[config.mk]
export PLATFORM = sky130hd
export DESIGN_NAME = ctlreg_slave
export DESIGN_NICKNAME = d
export VERILOG_FILES = /design/src/rtl/ctlreg_pkg.sv /design/src/rtl/ctlreg_bus_front.sv /design/src/rtl/ctlreg_cfg_bank.sv /design/src/rtl/ctlreg_ce_gen.sv /design/src/rtl/ctlreg_slave.sv
export SDC_FILE = /design/constraint.sdc
export NUM_CORES = 1
export LEC_CHECK = 0
export ABC_CLOCK_PERIOD_IN_PS = 3100
export CAP_MARGIN = 20
export CORE_UTILIZATION = 52
export DETAILED_ROUTE_END_ITERATION = 12
export GPL_ROUTABILITY_DRIVEN = 0
export PLACE_DENSITY = 0.95
export SYNTH_ARGS = -nofsm -noshare
export SYNTH_HDL_FRONTEND = slang
export SYNTH_SLANG_ARGS = --single-unit
[constraint.sdc]
create_clock -name clk -period 3.1 [get_ports clk]
set_input_delay 0.31 -clock clk [delete_from_list [all_inputs] [get_ports clk]]
set_output_delay 0.31 -clock clk [all_outputs]
set_load 0.02 [all_outputs]
[src/rtl/ctlreg_pkg.sv]
package ctlreg_pkg;

    localparam int BUS_AW     = 20;
    localparam int BUS_DW     = 32;
    localparam int BUS_BW     = BUS_DW / 8;
    localparam int WORD_BYTES = 4;
    localparam int CE_ALIGN   = 16;

    typedef enum logic [1:0] {
        LANE_32  = 2'b00,
        LANE_16  = 2'b01,
        LANE_8   = 2'b10,
        LANE_RSV = 2'b11
    } lane_mode_e;

    // Field order fixes the bit positions seen by the consuming math unit.
    typedef struct packed {
        logic       coef_wsel;
        logic       opb_wsel;
        logic       opa_wsel;
        lane_mode_e coef_wmode;
        lane_mode_e coef_rmode;
        lane_mode_e opb_wmode;
        lane_mode_e opb_rmode;
        lane_mode_e opa_wmode;
        lane_mode_e opa_rmode;
    } ram_ctl_t;

    localparam int RAM_CTL_W = $bits(ram_ctl_t);

    typedef struct packed {
        logic              wr;
        logic [BUS_AW-1:0] offs;
        logic [BUS_DW-1:0] wdata;
        logic [BUS_BW-1:0] be;
    } bus_acc_t;

    function automatic logic [BUS_DW-1:0] lane_merge(
        input logic [BUS_DW-1:0] cur,
        input logic [BUS_DW-1:0] nxt,
        input logic [BUS_BW-1:0] be
    );
        logic [BUS_DW-1:0] res;
        for (int l = 0; l < BUS_BW; l++) begin
            res[l*8 +: 8] = be[l] ? nxt[l*8 +: 8] : cur[l*8 +: 8];
        end
        return res;
    endfunction

    function automatic int mul_base(input int n_port);
        return n_port * WORD_BYTES;
    endfunction

    function automatic int ram_base(input int n_port, input int n_mul);
        return mul_base(n_port) + n_mul * WORD_BYTES;
    endfunction

    function automatic int ce_base(input int n_port, input int n_mul, input int n_unit);
        return ((ram_base(n_port, n_mul) + n_unit * WORD_BYTES + CE_ALIGN - 1) / CE_ALIGN) * CE_ALIGN;
    endfunction

    function automatic logic [BUS_AW-1:0] word_offs(input int base, input int idx);
        return BUS_AW'(base + idx * WORD_BYTES);
    endfunction

endpackage

[src/rtl/ctlreg_bus_front.sv]
module ctlreg_bus_front
    import ctlreg_pkg::*;
(
    input  logic              clk,
    input  logic              rst,
    input  logic              req,
    input  logic              wen,
    input  logic [BUS_AW-1:0] addr,
    input  logic [BUS_DW-1:0] wdata,
    input  logic [BUS_BW-1:0] be,
    input  logic [BUS_DW-1:0] rd_word,
    output logic              gnt,
    output logic              valid,
    output logic [BUS_DW-1:0] rdata,
    output bus_acc_t          acc
);

    logic ign_unused_lo;

    // Single-cycle target: every request is accepted on arrival.
    assign gnt           = req;
    assign ign_unused_lo = ^addr[1:0];

    always_comb begin
        acc.wr    = req & wen;
        acc.offs  = {addr[BUS_AW-1:2], 2'b00};
        acc.wdata = wdata;
        acc.be    = be;
    end

    always_ff @(posedge clk) begin
        if (rst) begin
            valid <= 1'b0;
            rdata <= '0;
        end else begin
            valid <= req;
            rdata <= (req && !wen) ? rd_word : '0;
        end
    end

    // acknowledge follows each accepted request by one cycle
    a_r3_valid_after_req: assert property (@(posedge clk) disable iff (rst)
        req |=> valid);

    // no acknowledge without a request in the previous cycle
    a_r3_valid_needs_req: assert property (@(posedge clk) disable iff (rst)
        valid |-> $past(req));

    // read data is quiet outside acknowledge cycles
    a_r3_rdata_quiet: assert property (@(posedge clk) disable iff (rst)
        !valid |-> (rdata == '0));

endmodule

[src/rtl/ctlreg_cfg_bank.sv]
module ctlreg_cfg_bank
    import ctlreg_pkg::*;
#(
    parameter int N_PORT  = 4,
    parameter int N_MUL   = 4,
    parameter int N_UNIT  = 2,
    parameter int PADDR_W = 20,
    parameter int MCTL_W  = 32
) (
    input  logic              clk,
    input  logic              rst,
    input  bus_acc_t          acc,
    output logic [BUS_DW-1:0] rd_word,
    output logic [PADDR_W-1:0] port_q [N_PORT],
    output logic [MCTL_W-1:0]  mul_q  [N_MUL],
    output ram_ctl_t           ram_q  [N_UNIT]
);

    localparam int MUL_BASE = mul_base(N_PORT);
    localparam int RAM_BASE = ram_base(N_PORT, N_MUL);

    logic [N_PORT-1:0] port_sel;
    logic [N_MUL-1:0]  mul_sel;
    logic [N_UNIT-1:0] ram_sel;
    logic              cfg_hit;

    always_comb begin
        for (int k = 0; k < N_PORT; k++) port_sel[k] = (acc.offs == word_offs(0, k));
        for (int k = 0; k < N_MUL; k++)  mul_sel[k]  = (acc.offs == word_offs(MUL_BASE, k));
        for (int u = 0; u < N_UNIT; u++) ram_sel[u]  = (acc.offs == word_offs(RAM_BASE, u));
        cfg_hit = (|port_sel) | (|mul_sel) | (|ram_sel);
    end

    always_ff @(posedge clk) begin
        if (rst) begin
            for (int k = 0; k < N_PORT; k++) port_q[k] <= '0;
            for (int k = 0; k < N_MUL; k++)  mul_q[k]  <= '0;
            for (int u = 0; u < N_UNIT; u++) ram_q[u]  <= '0;
        end else if (acc.wr) begin
            for (int k = 0; k < N_PORT; k++) begin
                if (port_sel[k])
                    port_q[k] <= PADDR_W'(lane_merge(BUS_DW'(port_q[k]), acc.wdata, acc.be));
            end
            for (int k = 0; k < N_MUL; k++) begin
                if (mul_sel[k])
                    mul_q[k] <= MCTL_W'(lane_merge(BUS_DW'(mul_q[k]), acc.wdata, acc.be));
            end
            for (int u = 0; u < N_UNIT; u++) begin
                if (ram_sel[u])
                    ram_q[u] <= ram_ctl_t'(RAM_CTL_W'(lane_merge(BUS_DW'(ram_q[u]), acc.wdata, acc.be)));
            end
        end
    end

    // Unselected words contribute nothing, so unmapped and write-only offsets read zero.
    always_comb begin
        rd_word = '0;
        for (int k = 0; k < N_PORT; k++) if (port_sel[k]) rd_word |= BUS_DW'(port_q[k]);
        for (int k = 0; k < N_MUL; k++)  if (mul_sel[k])  rd_word |= BUS_DW'(mul_q[k]);
        for (int u = 0; u < N_UNIT; u++) if (ram_sel[u])  rd_word |= BUS_DW'(ram_q[u]);
    end

    // bits above the memory-mode field never reach the read path
    a_r6_ram_upper_zero: assert property (@(posedge clk) disable iff (rst)
        (|ram_sel) |-> (rd_word[BUS_DW-1:RAM_CTL_W] == '0));

    for (genvar k = 0; k < N_PORT; k++) begin : g_port_chk
        // a write outside the register words leaves the port address untouched
        a_r10_port_kept: assert property (@(posedge clk) disable iff (rst)
            (acc.wr && !cfg_hit) |=> $stable(port_q[k]));
    end

    for (genvar k = 0; k < N_MUL; k++) begin : g_mul_chk
        // a write outside the register words leaves the multiplier word untouched
        a_r10_mul_kept: assert property (@(posedge clk) disable iff (rst)
            (acc.wr && !cfg_hit) |=> $stable(mul_q[k]));
    end

endmodule

[src/rtl/ctlreg_ce_gen.sv]
module ctlreg_ce_gen
    import ctlreg_pkg::*;
#(
    parameter int N_MUL   = 4,
    parameter int CE_BASE = 48
) (
    input  logic              clk,
    input  logic              rst,
    input  logic              wr,
    input  logic [BUS_AW-1:0] offs,
    input  logic              be0,
    input  logic              wd0,
    output logic [N_MUL-1:0]  ce
);

    // Nothing is stored: the flop only aligns the pulse with the acknowledge.
    always_ff @(posedge clk) begin
        if (rst) begin
            ce <= '0;
        end else begin
            for (int k = 0; k < N_MUL; k++) begin
                ce[k] <= wr && be0 && wd0 && (offs == word_offs(CE_BASE, k));
            end
        end
    end

    for (genvar k = 0; k < N_MUL; k++) begin : g_ce_chk
        // a pulse only ever follows a write
        a_r8_ce_from_write: assert property (@(posedge clk) disable iff (rst)
            ce[k] |-> $past(wr));
    end

endmodule

[src/rtl/ctlreg_slave.sv]
module ctlreg_slave
    import ctlreg_pkg::*;
#(
    parameter int N_PORT  = 4,
    parameter int N_MUL   = 4,
    parameter int N_UNIT  = 2,
    parameter int PADDR_W = 20,
    parameter int MCTL_W  = 32
) (
    input  logic                        clk,
    input  logic                        rst,
    input  logic                        req,
    input  logic                        wen,
    input  logic [19:0]                 addr,
    input  logic [31:0]                 wdata,
    input  logic [3:0]                  be,
    output logic                        gnt,
    output logic                        valid,
    output logic [31:0]                 rdata,
    output logic [N_PORT*PADDR_W-1:0]   port_addr_o,
    output logic [N_MUL*MCTL_W-1:0]     mul_ctl_o,
    output logic [N_UNIT*RAM_CTL_W-1:0] ram_ctl_o,
    output logic [N_MUL-1:0]            mul_ce_o
);

    localparam int CE_BASE = ce_base(N_PORT, N_MUL, N_UNIT);

    bus_acc_t           acc;
    logic [BUS_DW-1:0]  rd_word;
    logic [PADDR_W-1:0] port_q [N_PORT];
    logic [MCTL_W-1:0]  mul_q  [N_MUL];
    ram_ctl_t           ram_q  [N_UNIT];

    ctlreg_bus_front u_front (
        .clk     (clk),
        .rst     (rst),
        .req     (req),
        .wen     (wen),
        .addr    (addr),
        .wdata   (wdata),
        .be      (be),
        .rd_word (rd_word),
        .gnt     (gnt),
        .valid   (valid),
        .rdata   (rdata),
        .acc     (acc)
    );

    ctlreg_cfg_bank #(
        .N_PORT  (N_PORT),
        .N_MUL   (N_MUL),
        .N_UNIT  (N_UNIT),
        .PADDR_W (PADDR_W),
        .MCTL_W  (MCTL_W)
    ) u_bank (
        .clk     (clk),
        .rst     (rst),
        .acc     (acc),
        .rd_word (rd_word),
        .port_q  (port_q),
        .mul_q   (mul_q),
        .ram_q   (ram_q)
    );

    ctlreg_ce_gen #(
        .N_MUL   (N_MUL),
        .CE_BASE (CE_BASE)
    ) u_ce (
        .clk  (clk),
        .rst  (rst),
        .wr   (acc.wr),
        .offs (acc.offs),
        .be0  (acc.be[0]),
        .wd0  (acc.wdata[0]),
        .ce   (mul_ce_o)
    );

    for (genvar k = 0; k < N_PORT; k++) begin : g_port_out
        assign port_addr_o[k*PADDR_W +: PADDR_W] = port_q[k];
    end
    for (genvar k = 0; k < N_MUL; k++) begin : g_mul_out
        assign mul_ctl_o[k*MCTL_W +: MCTL_W] = mul_q[k];
    end
    for (genvar u = 0; u < N_UNIT; u++) begin : g_ram_out
        assign ram_ctl_o[u*RAM_CTL_W +: RAM_CTL_W] = ram_q[u];
    end

    // pulses coincide with the write acknowledge
    a_r8_ce_with_valid: assert property (@(posedge clk) disable iff (rst)
        (|mul_ce_o) |-> valid);

    // at most one multiplier is pulsed per cycle
    a_r8_ce_single: assert property (@(posedge clk) disable iff (rst)
        $onehot0(mul_ce_o));

endmodule

# Word-level counts from Yosys, hierarchy flattened
# Cells that the tools add are included.
dict set report word_totals {
  wordCells 125
  out_inout_bits 276
  register_bits 275
  inputBits 60
}
dict set report op_classes {
  mux 10
  bitwise_logic 11
  reduce_logical 42
  eq_ne 13
}
# operator n
set ops {}
lappend ops {{32-bit two-way mux} 9}
lappend ops {{32-bit bitwise OR} 4}
lappend ops {{18-bit by 4-bit == test with 1-bit output (second input constant)} 6}
lappend ops {{32-bit by 20-bit bitwise OR with 32-bit output} 3}
lappend ops {{3-bit AND reduction} 32}
lappend ops {{18-bit by 3-bit == test with 1-bit output (second input constant)} 4}
lappend ops {{32-bit by 15-bit bitwise OR with 32-bit output} 2}
lappend ops {{18-bit by 2-bit == test with 1-bit output (second input constant)} 2}
lappend ops {{20-bit logical NOT} 1}
lappend ops {{20-bit two-way mux} 1}
lappend ops {{18-bit by 1-bit == test with 1-bit output (second input constant)} 1}
lappend ops {{1-bit logical AND} 7}
lappend ops {{2-bit OR reduction} 1}
lappend ops {{1-bit AND} 1}
lappend ops {{1-bit logical NOT} 1}
lappend ops {{1-bit NOT} 1}

# Longest topological paths before layout
dict set report logic_depth {
  depth_word 20
  mapped_depth 8
  depth_no_buf 5
}

# Hierarchy
# Synthesis repeated with hierarchy kept, for this count alone.
dict set report unflattened {
  hier_cells 1414
  area_unflattened_um2 12268.0
}
# mod area_per_inst_um2 n_inst cells_per_inst seq_area_each_um2
set by_module_without_submodules {}
lappend by_module_without_submodules {ctlreg_cfg_bank 10571.4 1 1261 4764.6}
lappend by_module_without_submodules {ctlreg_bus_front 1511.4 1 134 660.6}
lappend by_module_without_submodules {ctlreg_ce_gen 185.2 1 19 80.1}

# Least setup slack after synthesis
# OpenSTA, ideal clock, no wires.
dict set report synth_path {
  path_type {input port to flip-flop}
  startpoint {in addr[9]}
  endpoint {reg u_bank.port_q[28] (netlist bit)}
  required_time_ns 2.968
  path_stages 6
  setup_time_ns 0.132
  t_arrival_ns 1.979
  path_slack_ns 0.989
  path_buffers 1
  path_cell_list {or4_1 -> nor4_4 -> buf_2 -> nand4_2 -> nand2_1 -> a21oi_1}
}
dict set report synth_via {
  elab_chain_len 2
}
# item line_no
set synth_lines {}
lappend synth_lines {{from (decl)} ctlreg_slave.sv:14} ;# input logic [19:0] addr,
lappend synth_lines {{18-bit by 2-bit == test with 1-bit output} ctlreg_cfg_bank.sv:28} ;# for (int k = 0; k < N_PORT; k++) port_sel[k] = (acc.offs == word_offs(0, k));
lappend synth_lines {{3-bit AND reduction (no line)} -}
lappend synth_lines {{to (signal, indexed assignment)} ctlreg_cfg_bank.sv:42} ;# port_q[k] <= PADDR_W'(lane_merge(BUS_DW'(port_q[k]), acc.wdata, acc.be));
lappend synth_lines {{to (decl)} ctlreg_cfg_bank.sv:14} ;# output logic [PADDR_W-1:0] port_q [N_PORT],
# Every way passes these cells.
# A chain may end at the register's enable or synchronous reset.

# Worst setup path in the final report
dict set report layout_path {
  startpoint {in addr[9]}
  endpoint {reg u_bank.port_q[68] (netlist bit)}
}
dict set report layout_via {
  elab_chain_len 2
}
# item line_no
set layout_lines {}
lappend layout_lines {{20-bit logical NOT} ctlreg_cfg_bank.sv:28}
lappend layout_lines {{3-bit AND reduction (no line)} -}
# Every way passes these cells.

==> reports/qor.json <==
{
  "number_of_warnings_reported_in_the_yosys_synthesis_log": 0,
  "post_cts_buffers": 0,
  "clk_pin_slew_worst_paths_ns": 0.07,
  "cp-end-kind": "flop",
  "critical_path_class": "primary input to flop",
  "multiInputGateArea_um2": 6021,
  "crit_path_max_incr_delay_ns": 0.75,
  "yosys_most_used_dff": "dfxtp_1",
  "fillers": 1479,
  "mostFrequentLayoutCells": "clkdlybuf4s50_1, nand2_1, dfxtp_1",
  "hold_viol": 0,
  "synth_enable_flop_cells": 0,
  "cts-buffers-inserted": 28,
  "worst_slack_ns": 0.5580,
  "worst-path-max-fanout": 13,
  "run_status": "finished, final reports clean",
  "synth_sequential_area_ratio_pct": 46.19,
  "max_slew.worst_pin.slew_ns": 0.8841,
  "gr-usage-all-layers_pct": 37.62,
  "first_global_vias": 11910,
  "postSynthNetCount": 1392,
  "layout.cells.most_common": "clkdlybuf4s50_1",
  "cp_data_required_time_ns": 3.50,
  "synth_cells": 1332,
  "leakagePower_nw": 5.902,
  "synth_seq_cells": 275,
  "timing.hold.worst.class": "primary input to flop",
  "worst_path_max_delay_cell": "or4_1",
  "numPortBuffers": 333,
  "async_flop_share_pct": 0,
  "grt.overflow.total": 0,
  "worst-endpoint-arrival_ns": 2.94,
  "fmaxAchievable_ghz": 0.3934,
  "layout.area.seq_um2": 5505,
  "fin_worst_skew_ns": 0.009871,
  "insertion_delay_ns": 0.55,
  "violation_count_after_the_first_detailed_routing_iteration": 1378,
  "grt_setup_unrepaired": "false",
  "drt-pass1-iter-count": 7,
  "postCtsHoldBufs": 0,
  "dpl_worst_slack_ns": 0.1113,
  "clock_tree_from_tritoncts": "done",
  "chipHeight_um": 153.4,
  "post_drt_wl_per_cell_um": 23.16,
  "fin_crit_sh_pct": 82.00,
  "antenna_violations_before_repair": 1,
  "core_um2": 22570,
  "timing.max_slew.rel_slack_pct": 41.06,
  "final-setup-viol-count": 0,
  "design.portCount": 336,
  "clock-sinks": 275,
  "netlist_area_pre_place_um2": 11920,
  "vias_per_cell": 6.253,
  "power_dens_cells_nw_per_um2": 454.2,
  "tns_ns": 0,
  "h-tree-depth": 1,
  "cp_cell_sequence": "clkdlybuf4s50_1 -> or4_1 -> nor4_4 -> buf_4 -> nand4_1 -> nand2_1 -> a21oi_1",
  "standard_cell_rows": 55,
  "syn-mean-instance-area_um2": 8.948,
  "dr_total_vias": 12330,
  "max-cap-violations": 0,
  "post_layout_minimum_cycle_time_ns": 2.542,
  "clockRootBuffer": "clkbuf_16",
  "final_routed_wirelength_mm": 45.67,
  "chipWidth_um": 153.4,
  "cp_startpoint_kind": "primary input",
  "final_max_tran_viols": 0,
  "area_delta_synth_final_pct": 40.68,
  "hpwl_mm": 32.21,
  "final_antenna_net_count": 0,
  "drc": 0,
  "grt_pass1_wl_mm": 68.68,
  "grt_max_degree": 162,
  "die_area_um2": 23530,
  "drive_above_1_share_pct": 11.98,
  "peakVddDrop_v": 0.0003416,
  "synth_cell_type_count": 43,
  "initial_utilization_pct": 52.80,
  "final_net_count": 1726,
  "cts-root-to-sink-buffers": 3,
  "cts_resized": 0
}
==> routing by layer <==
layer,wire length [um],up-vias,track usage [%],part of all wire (%)
li1,-,5315,-,-
met1,16180,5812,43.26,35
met2,21490,992,63.08,47
met3,5299,212,9.923,12
met4,2703,0,22.14,5.9
met5,0,-,0,0
==> final cells by class <==
cell class              instances  area share [%]
flip-flops and latches        275           32.83
well taps                     285           2.127
clock buffers                  39           4.910
clock inverters                11           1.127
repair buffers                404           23.08
multi-input cells             957           35.91
diodes                          1         0.01492
==> cells by family after synthesis <==
kind of cell,count (synthesis),share of synthesized area [%]
AND/OR/NAND/NOR,536,22.34
multiplexers,182,15.88
buffers and inverters,100,3.349
flip-flops,275,46.19
AO/OA/AOI/OAI,239,12.24
==> flip-flops by register name, indices dropped and copies added, names as in the netlist <==
| register | cells |
|---|---|
| u_bank.mul_q | 128 |
| u_bank.port_q | 80 |
| u_bank.ram_q | 30 |
| u_ce.ce | 4 |
| u_front.rdata | 32 |
| u_front.valid | 1 |
==> worst max-delay path: cells and delay by family <==
kind            cells  cell delay [ns]
simple gates        4             1.80
buf+inv             2             0.73
compound gates      1             0.09
==> metrics by stage <==
step / power (mW) / area [um2] / cells / util (%) / hold slack (ns)
after global routing: 7.781 / 16770 / 1972 / 74.28 / 0.2355
after detailed placement: 3.979 / 15750 / 1921 / 69.79 / 0.4606
final: 7.616 / 16770 / 1972 / 74.28 / 0.2084
after global placement: 3.972 / 15750 / 1921 / 69.79 / 0.4483
after floorplan: 3.803 / 11920 / 1332 / - / 0.4505
after CTS: 7.613 / 16760 / 1971 / 74.27 / 0.2109
==> cells in the mapped netlist, types with 8 or more instances <==
library cell    n  area, um2
a21oi_1       146      730.7
nor4_4         13      276.5
buf_2          10      50.05
nor2_1        128      480.5
nand3_1        18      90.09
or4_1          10      75.07
nand4_1        15      93.84
a22o_1         24      210.2
o22ai_1         9      56.30
mux2i_1       143       1431
nor3_4          8      130.1
o21ai_0         9      45.04
dfxtp_1       275       5505
nand2_1       296       1111
mux2_2         37      416.7
clkbuf_1       83      311.6
o2bb2ai_1       8      70.07
a22oi_1        24      180.2
==> power by group <==
part | switching, mW | leakage (nW) | total (mW) | internal [mW]
clock | 1.44 | 0.492 | 3.70 | 2.26
combinational | 0.259 | 3.20 | 0.382 | 0.124
sequential | 0.000346 | 2.21 | 3.53 | 3.53
==> path summary, 6_finish.rpt <==
| path | depth (start not counted) | from | to | slack, ns |
|---|---|---|---|---|
| worst max-delay path | 7 | addr[9] | u_bank.port_q[68] | 0.56 |
| worst min-delay path | 2 | rst | u_bank.port_q[79] | 0.21 |
| worst max register to register | 5 | u_bank.mul_q[48] | u_front.rdata[16] | 1.76 |
| worst min register to register | 2 | u_bank.mul_q[15] | u_bank.mul_q[15] | 0.47 |
No activity file was read; power rests on OpenSTA's default activity.
